## src/rtl/flitpk_pkg.sv

```systemverilog
package flitpk_pkg;

    typedef enum logic [1:0] {
        CC_BODY = 2'b00,
        CC_TAIL = 2'b01,
        CC_HEAD = 2'b10
    } flit_kind_e;

    typedef enum logic [2:0] {
        ST_IDLE,
        ST_HEAD,
        ST_SRC,
        ST_UPPER,
        ST_TAIL
    } pk_state_e;

endpackage

```

## src/rtl/pk_word_fifo.sv

```systemverilog
module pk_word_fifo #(
    parameter int W     = 36,
    parameter int DEPTH = 4
) (
    input  logic         clk,
    input  logic         rst_n,
    input  logic         push,
    input  logic [W-1:0] din,
    input  logic         pop,
    output logic [W-1:0] dout,
    output logic         empty,
    output logic         full
);
    localparam int AW = (DEPTH > 1) ? $clog2(DEPTH) : 1;
    localparam int CW = $clog2(DEPTH + 1);
    localparam logic [AW-1:0] LAST = AW'(DEPTH - 1);
    localparam logic [CW-1:0] FULLC = CW'(DEPTH);

    logic [W-1:0]  mem [DEPTH];
    logic [AW-1:0] wr_ptr, rd_ptr;
    logic [CW-1:0] count;
    logic          do_push, do_pop;

    assign empty   = (count == '0);
    assign full    = (count == FULLC);
    assign do_push = push && !full;
    assign do_pop  = pop && !empty;
    assign dout    = mem[rd_ptr];

    always_ff @(posedge clk) begin
        if (do_push) begin
            mem[wr_ptr] <= din;
        end
    end

    always_ff @(posedge clk) begin
        if (!rst_n) begin
            wr_ptr <= '0;
            rd_ptr <= '0;
            count  <= '0;
        end else begin
            if (do_push) begin
                wr_ptr <= (wr_ptr == LAST) ? '0 : wr_ptr + 1'b1;
            end
            if (do_pop) begin
                rd_ptr <= (rd_ptr == LAST) ? '0 : rd_ptr + 1'b1;
            end
            unique case ({do_push, do_pop})
                2'b10:   count <= count + 1'b1;
                2'b01:   count <= count - 1'b1;
                default: count <= count;
            endcase
        end
    end
endmodule

```

## src/rtl/pk_route_rom.sv

```systemverilog
module pk_route_rom #(
    parameter int MESH_X = 4,
    parameter int MESH_Y = 4,
    parameter int SRC_ID = 5,
    parameter int NODE_W = 4,
    parameter int DATA_W = 16
) (
    input  logic [NODE_W-1:0] dest,
    output logic [DATA_W-1:0] hop_field
);
    localparam int NODES = MESH_X * MESH_Y;
    localparam int HALF  = DATA_W / 2;
    localparam int MAG_W = HALF - 1;
    localparam int SX    = SRC_ID % MESH_X;
    localparam int SY    = SRC_ID / MESH_X;

    logic [DATA_W-1:0] table_q [NODES];

    for (genvar g = 0; g < NODES; g++) begin : g_entry
        localparam int DX = (g % MESH_X) - SX;
        localparam int DY = (g / MESH_X) - SY;
        localparam logic [MAG_W-1:0] XM = MAG_W'((DX < 0) ? -DX : DX);
        localparam logic [MAG_W-1:0] YM = MAG_W'((DY < 0) ? -DY : DY);
        localparam logic XN = (DX < 0);
        localparam logic YN = (DY < 0);
        assign table_q[g] = DATA_W'({XN, XM, YN, YM});
    end

    always_comb begin
        if (32'(dest) < NODES) begin
            hop_field = table_q[dest];
        end else begin
            hop_field = '0;
        end
    end
endmodule

```

## src/rtl/pk_frame_fsm.sv

```systemverilog
module pk_frame_fsm
    import flitpk_pkg::*;
#(
    parameter int DATA_W = 16,
    parameter int NODE_W = 4,
    parameter int SRC_ID = 5,
    localparam int WORD_W = 2 * DATA_W,
    localparam int FLIT_W = DATA_W + 2
) (
    input  logic                     clk,
    input  logic                     rst_n,
    input  logic                     fifo_empty,
    input  logic [NODE_W+WORD_W-1:0] fifo_word,
    output logic                     fifo_pop,
    output logic [NODE_W-1:0]        dest_q,
    input  logic [DATA_W-1:0]        hop_field,
    output logic [FLIT_W-1:0]        flit,
    output logic                     val,
    input  logic                     ack
);
    localparam logic [DATA_W-1:0] SRC_FIELD = DATA_W'(SRC_ID);

    pk_state_e         state, next_state;
    logic [WORD_W-1:0] word_q;

    always_comb begin
        next_state = state;
        fifo_pop   = 1'b0;
        unique case (state)
            ST_IDLE: begin
                if (!fifo_empty) begin
                    fifo_pop   = 1'b1;
                    next_state = ST_HEAD;
                end
            end
            ST_HEAD:  if (ack) next_state = ST_SRC;
            ST_SRC:   if (ack) next_state = ST_UPPER;
            ST_UPPER: if (ack) next_state = ST_TAIL;
            ST_TAIL:  if (ack) next_state = ST_IDLE;
            default:  next_state = ST_IDLE;
        endcase
    end

    always_ff @(posedge clk) begin
        if (!rst_n) begin
            state <= ST_IDLE;
        end else begin
            state <= next_state;
        end
    end

    always_ff @(posedge clk) begin
        if (!rst_n) begin
            word_q <= '0;
            dest_q <= '0;
        end else if (fifo_pop) begin
            {dest_q, word_q} <= fifo_word;
        end
    end

    always_comb begin
        val  = 1'b1;
        flit = '0;
        unique case (state)
            ST_IDLE: begin
                val  = 1'b0;
                flit = '0;
            end
            ST_HEAD:  flit = {CC_HEAD, hop_field};
            ST_SRC:   flit = {CC_BODY, SRC_FIELD};
            ST_UPPER: flit = {CC_BODY, word_q[WORD_W-1:DATA_W]};
            ST_TAIL:  flit = {CC_TAIL, word_q[DATA_W-1:0]};
            default: begin
                val  = 1'b0;
                flit = '0;
            end
        endcase
    end
endmodule

```

## src/rtl/noc_flit_packer.sv

```systemverilog
module noc_flit_packer #(
    parameter int DATA_W     = 16,
    parameter int MESH_X     = 4,
    parameter int MESH_Y     = 4,
    parameter int SRC_ID     = 5,
    parameter int FIFO_DEPTH = 4,
    localparam int WORD_W = 2 * DATA_W,
    localparam int NODE_W = (MESH_X * MESH_Y > 1) ? $clog2(MESH_X * MESH_Y) : 1,
    localparam int FLIT_W = DATA_W + 2
) (
    input  logic              clk,
    input  logic              rst_n,
    input  logic              core_valid,
    input  logic [WORD_W-1:0] core_word,
    input  logic [NODE_W-1:0] core_dest,
    output logic              core_ready,
    output logic [FLIT_W-1:0] flit_out,
    output logic              flit_val,
    input  logic              flit_ack
);
    localparam int ENTRY_W = NODE_W + WORD_W;

    logic               fifo_full, fifo_empty, fifo_pop;
    logic [ENTRY_W-1:0] fifo_word;
    logic [NODE_W-1:0]  dest_q;
    logic [DATA_W-1:0]  hop_field;

    assign core_ready = !fifo_full;

    pk_word_fifo #(
        .W     (ENTRY_W),
        .DEPTH (FIFO_DEPTH)
    ) u_fifo (
        .clk   (clk),
        .rst_n (rst_n),
        .push  (core_valid),
        .din   ({core_dest, core_word}),
        .pop   (fifo_pop),
        .dout  (fifo_word),
        .empty (fifo_empty),
        .full  (fifo_full)
    );

    pk_route_rom #(
        .MESH_X (MESH_X),
        .MESH_Y (MESH_Y),
        .SRC_ID (SRC_ID),
        .NODE_W (NODE_W),
        .DATA_W (DATA_W)
    ) u_route (
        .dest      (dest_q),
        .hop_field (hop_field)
    );

    pk_frame_fsm #(
        .DATA_W (DATA_W),
        .NODE_W (NODE_W),
        .SRC_ID (SRC_ID)
    ) u_fsm (
        .clk        (clk),
        .rst_n      (rst_n),
        .fifo_empty (fifo_empty),
        .fifo_word  (fifo_word),
        .fifo_pop   (fifo_pop),
        .dest_q     (dest_q),
        .hop_field  (hop_field),
        .flit       (flit_out),
        .val        (flit_val),
        .ack        (flit_ack)
    );
endmodule

```

## config.mk

```make
export PLATFORM = sky130hd
export DESIGN_NAME = noc_flit_packer
export DESIGN_NICKNAME = d
export VERILOG_FILES = /design/src/rtl/flitpk_pkg.sv /design/src/rtl/pk_word_fifo.sv /design/src/rtl/pk_route_rom.sv /design/src/rtl/pk_frame_fsm.sv /design/src/rtl/noc_flit_packer.sv
export SDC_FILE = /design/constraint.sdc
export NUM_CORES = 1
export LEC_CHECK = 0
export ABC_AREA = 1
export BUFFER_PORTS_ARGS = -buffer_cell sky130_fd_sc_hd__buf_2
export CAP_MARGIN = 10
export CORE_MARGIN = 2
export CORE_UTILIZATION = 55
export DETAILED_ROUTE_END_ITERATION = 6
export PLACE_DENSITY = 0.74
export REMOVE_ABC_BUFFERS = 1
export SLEW_MARGIN = 10
export SYNTH_ARGS = -nofsm -noshare
export SYNTH_HDL_FRONTEND = slang
export SYNTH_SLANG_ARGS = --single-unit
```

## constraint.sdc

```tcl
create_clock -name clk -period 3.5 [get_ports clk]
set_input_delay 0.7 -clock clk [delete_from_list [all_inputs] [get_ports clk]]
set_output_delay 0.7 -clock clk [all_outputs]
set_load 0.02 [all_outputs]
```

==> impl_metrics.json <==
{
  "htreeDepth": 4,
  "grt_pass1_wl_um": 24070,
  "finalWorstSetupSlack_ns": 0.8965,
  "leakage_nw": 3.042,
  "synth-seq-area-share": 0.7150,
  "worstPathArrival_ns": 1.90,
  "layout_min_cycle_time_ns": 2.603,
  "postCtsHoldBufs": 0,
  "reg2reg_from": "u_fifo.count[1]",
  "syn_area_mm2": 0.007336,
  "final_common_cell": "nor2_1",
  "r2r_end": "u_fifo.count[2]",
  "first_pass_iters": 4,
  "layout_worst_path_cycle_share": 0.7439,
  "hpwl_um": 8599,
  "synth_top_family_by_area": "compound AO/OA/AOI/OAI gates",
  "fmax_ghz": 0.3841,
  "start_kind": "register",
  "cts_sinks": 190,
  "row_count": 42,
  "yosys.area_share.simple": 0.1010,
  "io_buffers": 59,
  "ys_ff_latch": 190,
  "post_synth_mux_area_share": 0,
  "clk_pin_slew_worst_paths_ns": 0.07,
  "drtAntennaViolNets": 0,
  "hold_path.class": "in -> reg",
  "syn_area_per_cell_um2": 11.79,
  "tritoncts": "built",
  "finalMaxSlewViolations": 0,
  "slew-limit-headroom": 0.2898,
  "initial_utilization": 0.5584,
  "clk_path_buf_depth": 2,
  "io-pin-count": 60,
  "yosysUniqueCellTypes": 25,
  "reg2reg_depth": 9,
  "clock_latency_ns": 0.44,
  "path_max_fanout": 6,
  "finClkSkew_ns": 0.01056,
  "setup_viol": 0,
  "tightest_slew_ns": 1.064,
  "power_density_mw_per_mm2": 780.8,
  "rsz0062_at_grt": "false",
  "p_total_mw": 6.562,
  "synthToLayoutAreaGrowth_pct": 14.57,
  "final_cell_mix": "nor2_1 (147), edfxtp_1 (144), o21ai_0 (86)",
  "grt_max_degree": 75,
  "vias_per_cell": 5.626,
  "nNetsFinal": 721,
  "die_h_um": 119.5,
  "antenna_found_initial": 1,
  "synth_compound_area_frac": 0.1347,
  "synth_xor_area_frac": 0,
  "critPathKind": "reg -> out",
  "drc": 0,
  "synth_adder_area_share": 0.01296,
  "outcome": "completed",
  "final.setup.tns_ns": 0,
  "vias": 4861,
  "grt_overflow_total": 0,
  "root_buffer": "clkbuf_16",
  "max_cap_violations": 0,
  "cts_buffers": 17,
  "coreArea_mm2": 0.01314,
  "pre_cts_ws_ns": 1.017,
  "wl_per_cell_um": 17.67,
  "cp-endpoint": "flit_out[15]",
  "drtIter0Drc": 374,
  "postCtsResizedCells": 0,
  "cp-end-kind": "primary output",
  "routed_wirelength_um": 15260,
  "die_area_mm2": 0.01428,
  "reg2reg_slack_ns": 1.24,
  "dieWidth_um": 119.5,
  "gp_congestion": 0.7851,
  "cp.required_ns": 2.80,
  "grt_pass1_vias": 4765,
  "yosys_warnings": 0,
  "max-vdd-ir-drop_uv": 440.0,
  "drive_above_1_share": 0.1601,
  "track_usage": 0.2245,
  "cts_setup_buffers": 0,
  "startpoint": "u_fsm.state[0]",
  "final_hold_viol_count": 0,
  "synthCells": 622
}
-- layer usage --
| layer | track usage | vias up | part of all wire |
|---|---|---|---|
| li1 | - | 2339 | - |
| met1 | 0.2843 | 2375 | 0.43 |
| met2 | 0.3739 | 126 | 0.50 |
| met3 | 0.05133 | 21 | 0.051 |
| met4 | 0.09559 | 0 | 0.018 |
| met5 | 0 | - | 0 |
-- how the worst min path moves through the flow --
stage                startpoint  depth (start not counted)               end  slack [ns]
2_1_floorplan   u_fifo.count[2]                          2   u_fifo.count[2]        0.47
3_3_place_gp    u_fifo.count[2]                          2   u_fifo.count[2]        0.50
3_5_place_dp   u_fsm.word_q[18]                          2  u_fsm.word_q[18]        0.51
4_1_cts            core_word[2]                          1  u_fifo.mem[0][2]        0.47
5_1_grt            core_word[2]                          1  u_fifo.mem[3][2]        0.47
6_report           core_word[2]                          1  u_fifo.mem[0][2]        0.47
-- sequential cells by signal (all words and copies together), names as in the netlist --
signal and cells:
u_fifo.count 3, u_fsm.word_q 32, u_fifo.mem 144, u_fsm.dest_q 4, u_fsm.state 3, u_fifo.wr_ptr 2, u_fifo.rd_ptr 2
-- cell usage after synthesis (all sizes together) --
cell / number / area share
a31oi: 36 / 0.031
fa: 1 / 0.0027
or2: 1 / 0.00085
clkbuf: 11 / 0.0056
buf: 25 / 0.020
ha: 6 / 0.010
o21ai: 115 / 0.078
o311ai: 1 / 0.0012
o2111ai: 2 / 0.0024
edfxtp: 144 / 0.59
a21oi: 12 / 0.0082
nand3: 12 / 0.0082
o211ai: 2 / 0.0020
inv: 21 / 0.011
a22o: 9 / 0.011
nand4: 2 / 0.0017
dfxtp: 46 / 0.13
nor2: 153 / 0.079
a211oi: 1 / 0.0010
nand2: 22 / 0.011
-- per-stage QoR --
| step | instance area, um2 | std cells | hold WS (ns) | util |
|---|---|---|---|---|
| after floorplan | 7148 | 586 | 0.4710 | - |
| after global placement | 7775 | 831 | 0.4952 | 0.5918 |
| after detailed placement | 7775 | 831 | 0.5126 | 0.5918 |
| after CTS | 8402 | 863 | 0.4708 | 0.6395 |
| after global routing | 8402 | 863 | 0.4700 | 0.6395 |
| final | 8404 | 864 | 0.4736 | 0.6397 |
-- final cells by class --
type / count / area, um2
antenna: 1 / 2.502
clock buffer: 18 / 429.2
clock inverter: 14 / 197.7
fill: 1006 / 4733
inverter: 21 / 78.83
multi-input combinational: 375 / 1859
sequential: 190 / 5246
tap: 176 / 220.2
timing repair buffer: 69 / 370.4
-- worst max-delay path: stages (launching register included) --
cell and delay (ns):
dfxtp_1 0.44, nand3_1 0.28, or2_1 0.33, o211ai_1 0.21, buf_2 0.20
-- cell families after synthesis --
family | Yosys count
DFF | 190
and+or+nand+nor | 190
buffers and inverters | 57
AOI/OAI and AO/OA | 178
adders and majority gates | 7
-- power by group --
part           switching (mW)  internal [mW]
clock network           0.787           1.25
logic                    1.12          0.465
registers               0.148           2.79
No activity file was read; power rests on OpenSTA's default activity.
